<file path="src/rtl/seqctl_pkg.sv">
package seqctl_pkg;
  localparam int ST_W = 4;
  localparam int SEL_W = 2;

  typedef enum logic [ST_W-1:0] {
    ST_FETCH  = 4'd0,
    ST_DECODE = 4'd1,
    ST_ADDR   = 4'd2,
    ST_LDMEM  = 4'd3,
    ST_LDWB   = 4'd4,
    ST_STMEM  = 4'd5,
    ST_EXEC   = 4'd6,
    ST_ALUWB  = 4'd7,
    ST_BRANCH = 4'd8,
    ST_JUMP   = 4'd9
  } st_e;

  typedef enum logic [2:0] {
    CL_ALU, CL_LOAD, CL_STORE, CL_BRANCH, CL_JUMP, CL_BAD
  } cls_e;

  typedef struct packed {
    logic             pc_wr;
    logic             pc_wr_zero;
    logic             addr_alu;
    logic             mem_rd;
    logic             mem_wr;
    logic             ir_ld;
    logic             wb_mem;
    logic             dest_rd;
    logic             rf_wr;
    logic             a_reg;
    logic [SEL_W-1:0] alu_mode;
    logic [SEL_W-1:0] b_sel;
    logic [SEL_W-1:0] pc_src;
  } ctl_t;
endpackage

</file>
<file path="src/rtl/seqctl_opclass.sv">
module seqctl_opclass
  import seqctl_pkg::*;
#(
  parameter int              OPCODE_W  = 6,
  parameter logic [OPCODE_W-1:0] OP_ALU    = 6'b000000,
  parameter logic [OPCODE_W-1:0] OP_LOAD   = 6'b100011,
  parameter logic [OPCODE_W-1:0] OP_STORE  = 6'b101011,
  parameter logic [OPCODE_W-1:0] OP_BRANCH = 6'b000100,
  parameter logic [OPCODE_W-1:0] OP_JUMP   = 6'b000010
) (
  input  logic [OPCODE_W-1:0] opcode,
  output cls_e                cls
);
  localparam int NCLS = 5;
  localparam logic [NCLS*OPCODE_W-1:0] CODES = {OP_JUMP, OP_BRANCH, OP_STORE, OP_LOAD, OP_ALU};

  logic [NCLS-1:0] hit;

  for (genvar g = 0; g < NCLS; g++) begin : g_match
    assign hit[g] = (opcode == CODES[g*OPCODE_W +: OPCODE_W]);
  end

  always_comb begin
    cls = CL_BAD;
    if (hit[0])      cls = CL_ALU;
    else if (hit[1]) cls = CL_LOAD;
    else if (hit[2]) cls = CL_STORE;
    else if (hit[3]) cls = CL_BRANCH;
    else if (hit[4]) cls = CL_JUMP;
  end
endmodule

</file>
<file path="src/rtl/seqctl_next.sv">
module seqctl_next
  import seqctl_pkg::*;
(
  input  st_e  cur,
  input  cls_e cls,
  output st_e  nxt
);
  always_comb begin
    nxt = ST_FETCH;
    case (cur)
      ST_FETCH:  nxt = ST_DECODE;
      ST_DECODE: begin
        case (cls)
          CL_LOAD, CL_STORE: nxt = ST_ADDR;
          CL_ALU:            nxt = ST_EXEC;
          CL_BRANCH:         nxt = ST_BRANCH;
          CL_JUMP:           nxt = ST_JUMP;
          default:           nxt = ST_FETCH;
        endcase
      end
      ST_ADDR:   nxt = (cls == CL_LOAD) ? ST_LDMEM : ST_STMEM;
      ST_LDMEM:  nxt = ST_LDWB;
      ST_EXEC:   nxt = ST_ALUWB;
      default:   nxt = ST_FETCH;
    endcase
  end
endmodule

</file>
<file path="src/rtl/seqctl_outdec.sv">
module seqctl_outdec
  import seqctl_pkg::*;
(
  input  st_e  cur,
  output ctl_t ctl
);
  always_comb begin
    ctl = '0;
    case (cur)
      ST_FETCH: begin
        ctl.mem_rd = 1'b1;
        ctl.ir_ld  = 1'b1;
        ctl.b_sel  = 2'b01;
        ctl.pc_wr  = 1'b1;
      end
      ST_DECODE: ctl.b_sel = 2'b11;
      ST_ADDR: begin
        ctl.a_reg = 1'b1;
        ctl.b_sel = 2'b10;
      end
      ST_LDMEM: begin
        ctl.mem_rd   = 1'b1;
        ctl.addr_alu = 1'b1;
      end
      ST_LDWB: begin
        ctl.rf_wr  = 1'b1;
        ctl.wb_mem = 1'b1;
      end
      ST_STMEM: begin
        ctl.mem_wr   = 1'b1;
        ctl.addr_alu = 1'b1;
      end
      ST_EXEC: begin
        ctl.a_reg    = 1'b1;
        ctl.alu_mode = 2'b10;
      end
      ST_ALUWB: begin
        ctl.rf_wr   = 1'b1;
        ctl.dest_rd = 1'b1;
      end
      ST_BRANCH: begin
        ctl.a_reg      = 1'b1;
        ctl.alu_mode   = 2'b01;
        ctl.pc_wr_zero = 1'b1;
        ctl.pc_src     = 2'b01;
      end
      ST_JUMP: begin
        ctl.pc_wr  = 1'b1;
        ctl.pc_src = 2'b10;
      end
      default: ctl = '0;
    endcase
  end
endmodule

</file>
<file path="src/rtl/seq_ctrl_fsm.sv">
module seq_ctrl_fsm
  import seqctl_pkg::*;
#(
  parameter int              OPCODE_W  = 6,
  parameter logic [OPCODE_W-1:0] OP_ALU    = 6'b000000,
  parameter logic [OPCODE_W-1:0] OP_LOAD   = 6'b100011,
  parameter logic [OPCODE_W-1:0] OP_STORE  = 6'b101011,
  parameter logic [OPCODE_W-1:0] OP_BRANCH = 6'b000100,
  parameter logic [OPCODE_W-1:0] OP_JUMP   = 6'b000010
) (
  input  logic                clk,
  input  logic                rst,
  input  logic [OPCODE_W-1:0] opcode,
  output logic                pc_wr_en,
  output logic                pc_wr_on_zero,
  output logic                mem_addr_from_alu,
  output logic                mem_rd,
  output logic                mem_wr,
  output logic                instr_load,
  output logic                rf_wdata_from_mem,
  output logic                rf_dest_rd,
  output logic                rf_wr,
  output logic                alu_a_from_reg,
  output logic [1:0]          alu_mode,
  output logic [1:0]          alu_b_sel,
  output logic [1:0]          pc_src_sel
);
  st_e  state, state_nxt;
  cls_e cls;
  ctl_t ctl;

  seqctl_opclass #(
    .OPCODE_W(OPCODE_W), .OP_ALU(OP_ALU), .OP_LOAD(OP_LOAD),
    .OP_STORE(OP_STORE), .OP_BRANCH(OP_BRANCH), .OP_JUMP(OP_JUMP)
  ) u_cls (
    .opcode(opcode),
    .cls   (cls)
  );

  seqctl_next u_next (
    .cur(state),
    .cls(cls),
    .nxt(state_nxt)
  );

  always_ff @(posedge clk) begin
    if (rst) state <= ST_FETCH;
    else     state <= state_nxt;
  end

  seqctl_outdec u_out (
    .cur(state),
    .ctl(ctl)
  );

  assign pc_wr_en          = ctl.pc_wr;
  assign pc_wr_on_zero     = ctl.pc_wr_zero;
  assign mem_addr_from_alu = ctl.addr_alu;
  assign mem_rd            = ctl.mem_rd;
  assign mem_wr            = ctl.mem_wr;
  assign instr_load        = ctl.ir_ld;
  assign rf_wdata_from_mem = ctl.wb_mem;
  assign rf_dest_rd        = ctl.dest_rd;
  assign rf_wr             = ctl.rf_wr;
  assign alu_a_from_reg    = ctl.a_reg;
  assign alu_mode          = ctl.alu_mode;
  assign alu_b_sel         = ctl.b_sel;
  assign pc_src_sel        = ctl.pc_src;

  p_fetch_then_decode_r2: assert property (@(posedge clk) disable iff (rst)
    (state == ST_FETCH) |=> (state == ST_DECODE));

  p_bad_back_to_fetch_r10: assert property (@(posedge clk) disable iff (rst)
    (state == ST_DECODE && cls == CL_BAD) |=> (state == ST_FETCH));

  p_ldwb_after_read_r5: assert property (@(posedge clk) disable iff (rst)
    (state == ST_LDWB) |-> ($past(state) == ST_LDMEM));

  p_aluwb_after_exec_r7: assert property (@(posedge clk) disable iff (rst)
    (state == ST_ALUWB) |-> ($past(state) == ST_EXEC));

  p_mem_strobes_excl_r12: assert property (@(posedge clk) disable iff (rst)
    !(mem_rd && mem_wr));

  p_store_side_effects_r6: assert property (@(posedge clk) disable iff (rst)
    mem_wr |-> (mem_addr_from_alu && !rf_wr && !pc_wr_en && !instr_load));
endmodule

</file>
<file path="config.mk">
export PLATFORM = sky130hd
export DESIGN_NAME = seq_ctrl_fsm
export DESIGN_NICKNAME = d
export VERILOG_FILES = /design/src/rtl/seqctl_pkg.sv /design/src/rtl/seqctl_opclass.sv /design/src/rtl/seqctl_next.sv /design/src/rtl/seqctl_outdec.sv /design/src/rtl/seq_ctrl_fsm.sv
export SDC_FILE = /design/constraint.sdc
export NUM_CORES = 1
export LEC_CHECK = 0
export ABC_AREA = 1
export BUFFER_PORTS_ARGS = -buffer_cell sky130_fd_sc_hd__buf_4
export CAP_MARGIN = 5
export CORE_AREA = 5 5 42 44
export DETAILED_ROUTE_END_ITERATION = 6
export DIE_AREA = 0 0 47 49
export SLEW_MARGIN = 25
export SYNTH_ARGS = -nofsm -noshare
export SYNTH_HDL_FRONTEND = slang
export SYNTH_SLANG_ARGS = --single-unit
</file>
<file path="constraint.sdc">
create_clock -name clk -period 2.47 [get_ports clk]
set_input_delay 0.247 -clock clk [delete_from_list [all_inputs] [get_ports clk]]
set_output_delay 0.247 -clock clk [all_outputs]
set_load 0.02 [all_outputs]
</file>
==> results_dict.tcl <==
set metrics [dict create \
    dp_hpwl_um 910 \
    largest-register "state" \
    cp_cell_sequence "inv_1, or2_2, nor2_1, buf_4" \
    grt_max_degree 7 \
    synth_area_um2 376.6 \
    io_pins 24 \
    arrival_ns 1.31 \
    startpoint_type "register" \
    fin_skew_ns 0.003768 \
    crit_family "simple AND/OR/NAND/NOR gates" \
    final.fill_count 162 \
    rsz0062_at_grt "false" \
    drcViolationCount 0 \
    ir_drop_v 0.0003685 \
    syn_to_final_growth_pct 53.16 \
    initial_core_util 0.2687 \
    cts_tree "yes" \
    status "complete, no violations" \
    min-delay-start "rst" \
    syn-num-nets 79 \
    cp.required_ns 2.22 \
    synth_cells 71 \
    post-route-period-util 0.6294 \
    startpoint "state[3]$_SDFF_PP0_" \
    core_area_um2 1401 \
    setup_viol 0 \
    gr-total-overflow 0 \
    fmax_mhz 643.3 \
    hold_class "input pin to register" \
    port_buffers 23 \
    grt_pass1_vias 456 \
    cp_max_fo 4 \
    finalWirelength_mm 1.063 \
    seq_area_frac_synth 0.2126 \
    clk_pin_slew_ns 0.04 \
    layout-drive-gt1-share 0.3158 \
    ant_nets 0 \
    dr.pass1.iters 4 \
    synth-xor-area-share 0 \
    power_density_nw_per_um2 347.7 \
    drtIter0Drc 6 \
    slew_headroom 0.8634 \
    min_period_ns 1.555 \
    synth-simple-area-share 0.4684 \
    clockBufferDepth 2 \
    grt_pass1_wl_mm 1.718 \
    reg_top3 "state (4)" \
    die_h_um 49 \
    maxCapViolations 0 \
    nets 105 \
    post_cts_buffers 0 \
    cts_made_buffers 3 \
    yosysWarnings 0 \
    crit_type "register to output port" \
    cts_hold_buf 0 \
    synthAdderAreaFrac 0 \
    row_count 14 \
    largest_reg_flops 4 \
    worstReg2RegStart "state[1]$_SDFF_PP0_" \
    final-max-slew-violation-count 0 \
    wl_per_cell_um 9.577 \
    instances_no_fill 111 \
    die_width_um 47 \
    viasPerCell 4.577 \
    cts_max_level 1 \
    cts_sinks 4 \
    synth_top_family_by_area "simple AND/OR/NAND/NOR gates" \
    cts_root_buf "clkbuf_4" \
    crit_buf_inv 2 \
    clkLatencyLatePin_ns 0.23 \
    antenna_cells 0 \
    gp_congestion 0.7671 \
    antenna_found_initial 0 \
    dieArea_um2 2303 \
    finalSetupTns_ns 0 \
    tightest_slew_ns 0.2042 \
    cts_resized 0 \
    dr_total_vias 508 \
    report.final.hold_viol_count 0 \
    synth_compound_area_frac 0.1395 \
    worstSetupEndpointType "output port" \
    synth_cell_types 16 \
    synth.mux.area_fraction 0 \
    max_stage_delay_ns 0.37 \
    p_leak_nw 0.3215 \
    crit_path_top_delay_cell "dfxtp_1" \
    grt_use_total 0.09782 \
    syn_avg_cell_area_um2 5.304 \
    placed_cells 108 \
    ys_ff_latch 4 \
]
[cell usage after synthesis (all sizes together)]
| library cell | count | area, µm² |
|---|---|---|
| buf | 2 | 15.01 |
| a211oi | 1 | 7.510 |
| nor2 | 21 | 81.33 |
| or2 | 1 | 6.260 |
| o22ai | 1 | 6.260 |
| nand4 | 1 | 6.260 |
| o21ai | 4 | 20.02 |
| nor3 | 1 | 5.000 |
| dfxtp | 4 | 80.08 |
| a21oi | 3 | 18.77 |
| nand3 | 6 | 30.03 |
| nand2 | 12 | 47.55 |
| inv | 14 | 52.55 |
[worst reg2reg max path, stage by stage (launching register included)]
cell	delay [ns]
dfxtp_1	0.41
inv_1	0.08
nand3_1	0.16
nor2_1	0.08
nor2_2	0.09
nand3_1	0.08
nand2_1	0.07
inv_1	0.04
[where the power goes]
group / total (W) / internal [W] / switching, W
combinational: 0.0000531 / 0.0000222 / 0.0000309
sequential: 0.0000685 / 0.0000666 / 0.00000190
clock: 0.0000790 / 0.0000542 / 0.0000248
total: 0.000201 / 0.000143 / 0.0000575
[cells by family (layout without fill, tap and decap cells)]
kind of cell / Yosys count / count (layout)
buffers and inverters: 16 / 40
and+or+nand+nor: 42 / 42
DFF: 4 / 4
AOI/OAI and AO/OA: 9 / 9
[per-layer routing]
layer  track usage  vias up  part of all wire
li1              -      267                 -
met1        0.1206      218              0.43
met2        0.1538       23              0.44
met3       0.04797        0              0.13
met4       0.01382        0                 0
met5             0        -                 0
[final cells by class]
type                            count  area, µm²  share of cell area
Clock buffer                        3      22.52             0.03905
Tap cell                           16      20.02             0.03471
Multi-Input combinational cell     51      229.0              0.3970
Inverter                           14      52.55             0.09111
Sequential cell                     4      80.08              0.1388
Timing Repair Buffer               23      172.7              0.2994
[through the flow]
step           total power (W)  hold WS [ns]  setup WS [ns]  instance area (µm²)  utilization
3_3_place_gp         0.0001225        0.4318          1.170                554.3       0.3955
4_1_cts              0.0002045        0.1902         0.8992                576.8       0.4116
2_1_floorplan       0.00009760        0.3194         0.9651                376.6            -
6_report             0.0002006        0.1913         0.9155                576.8       0.4116
3_5_place_dp         0.0001231        0.4342          1.151                554.3       0.3955
5_1_grt              0.0002174        0.1845         0.8196                576.8       0.4116
[placed cells by master (no fill, tap or decap)]
master / n
nand2_1: 11
o21ai_0: 4
nand2_2: 1
buf_4: 23
nand4_1: 1
or2_2: 1
nor2_2: 1
dfxtp_1: 4
nor2_1: 20
nor3_1: 1
clkbuf_4: 3
a21oi_2: 1
nand3_1: 6
o22ai_1: 1
inv_1: 14
a211oi_1: 1
a21oi_1: 2
[path summary, 6_finish.rpt]
path | endpoint | cells after the start | slack, ns
setup / recovery | pc_wr_on_zero | 4 | 0.92
hold / removal | state[0]$_SDFF_PP0_ | 2 | 0.19
hold reg to reg | state[0]$_SDFF_PP0_ | 3 | 0.60
setup reg to reg | state[1]$_SDFF_PP0_ | 7 | 1.36
No activity file was read; power rests on OpenSTA's default activity.
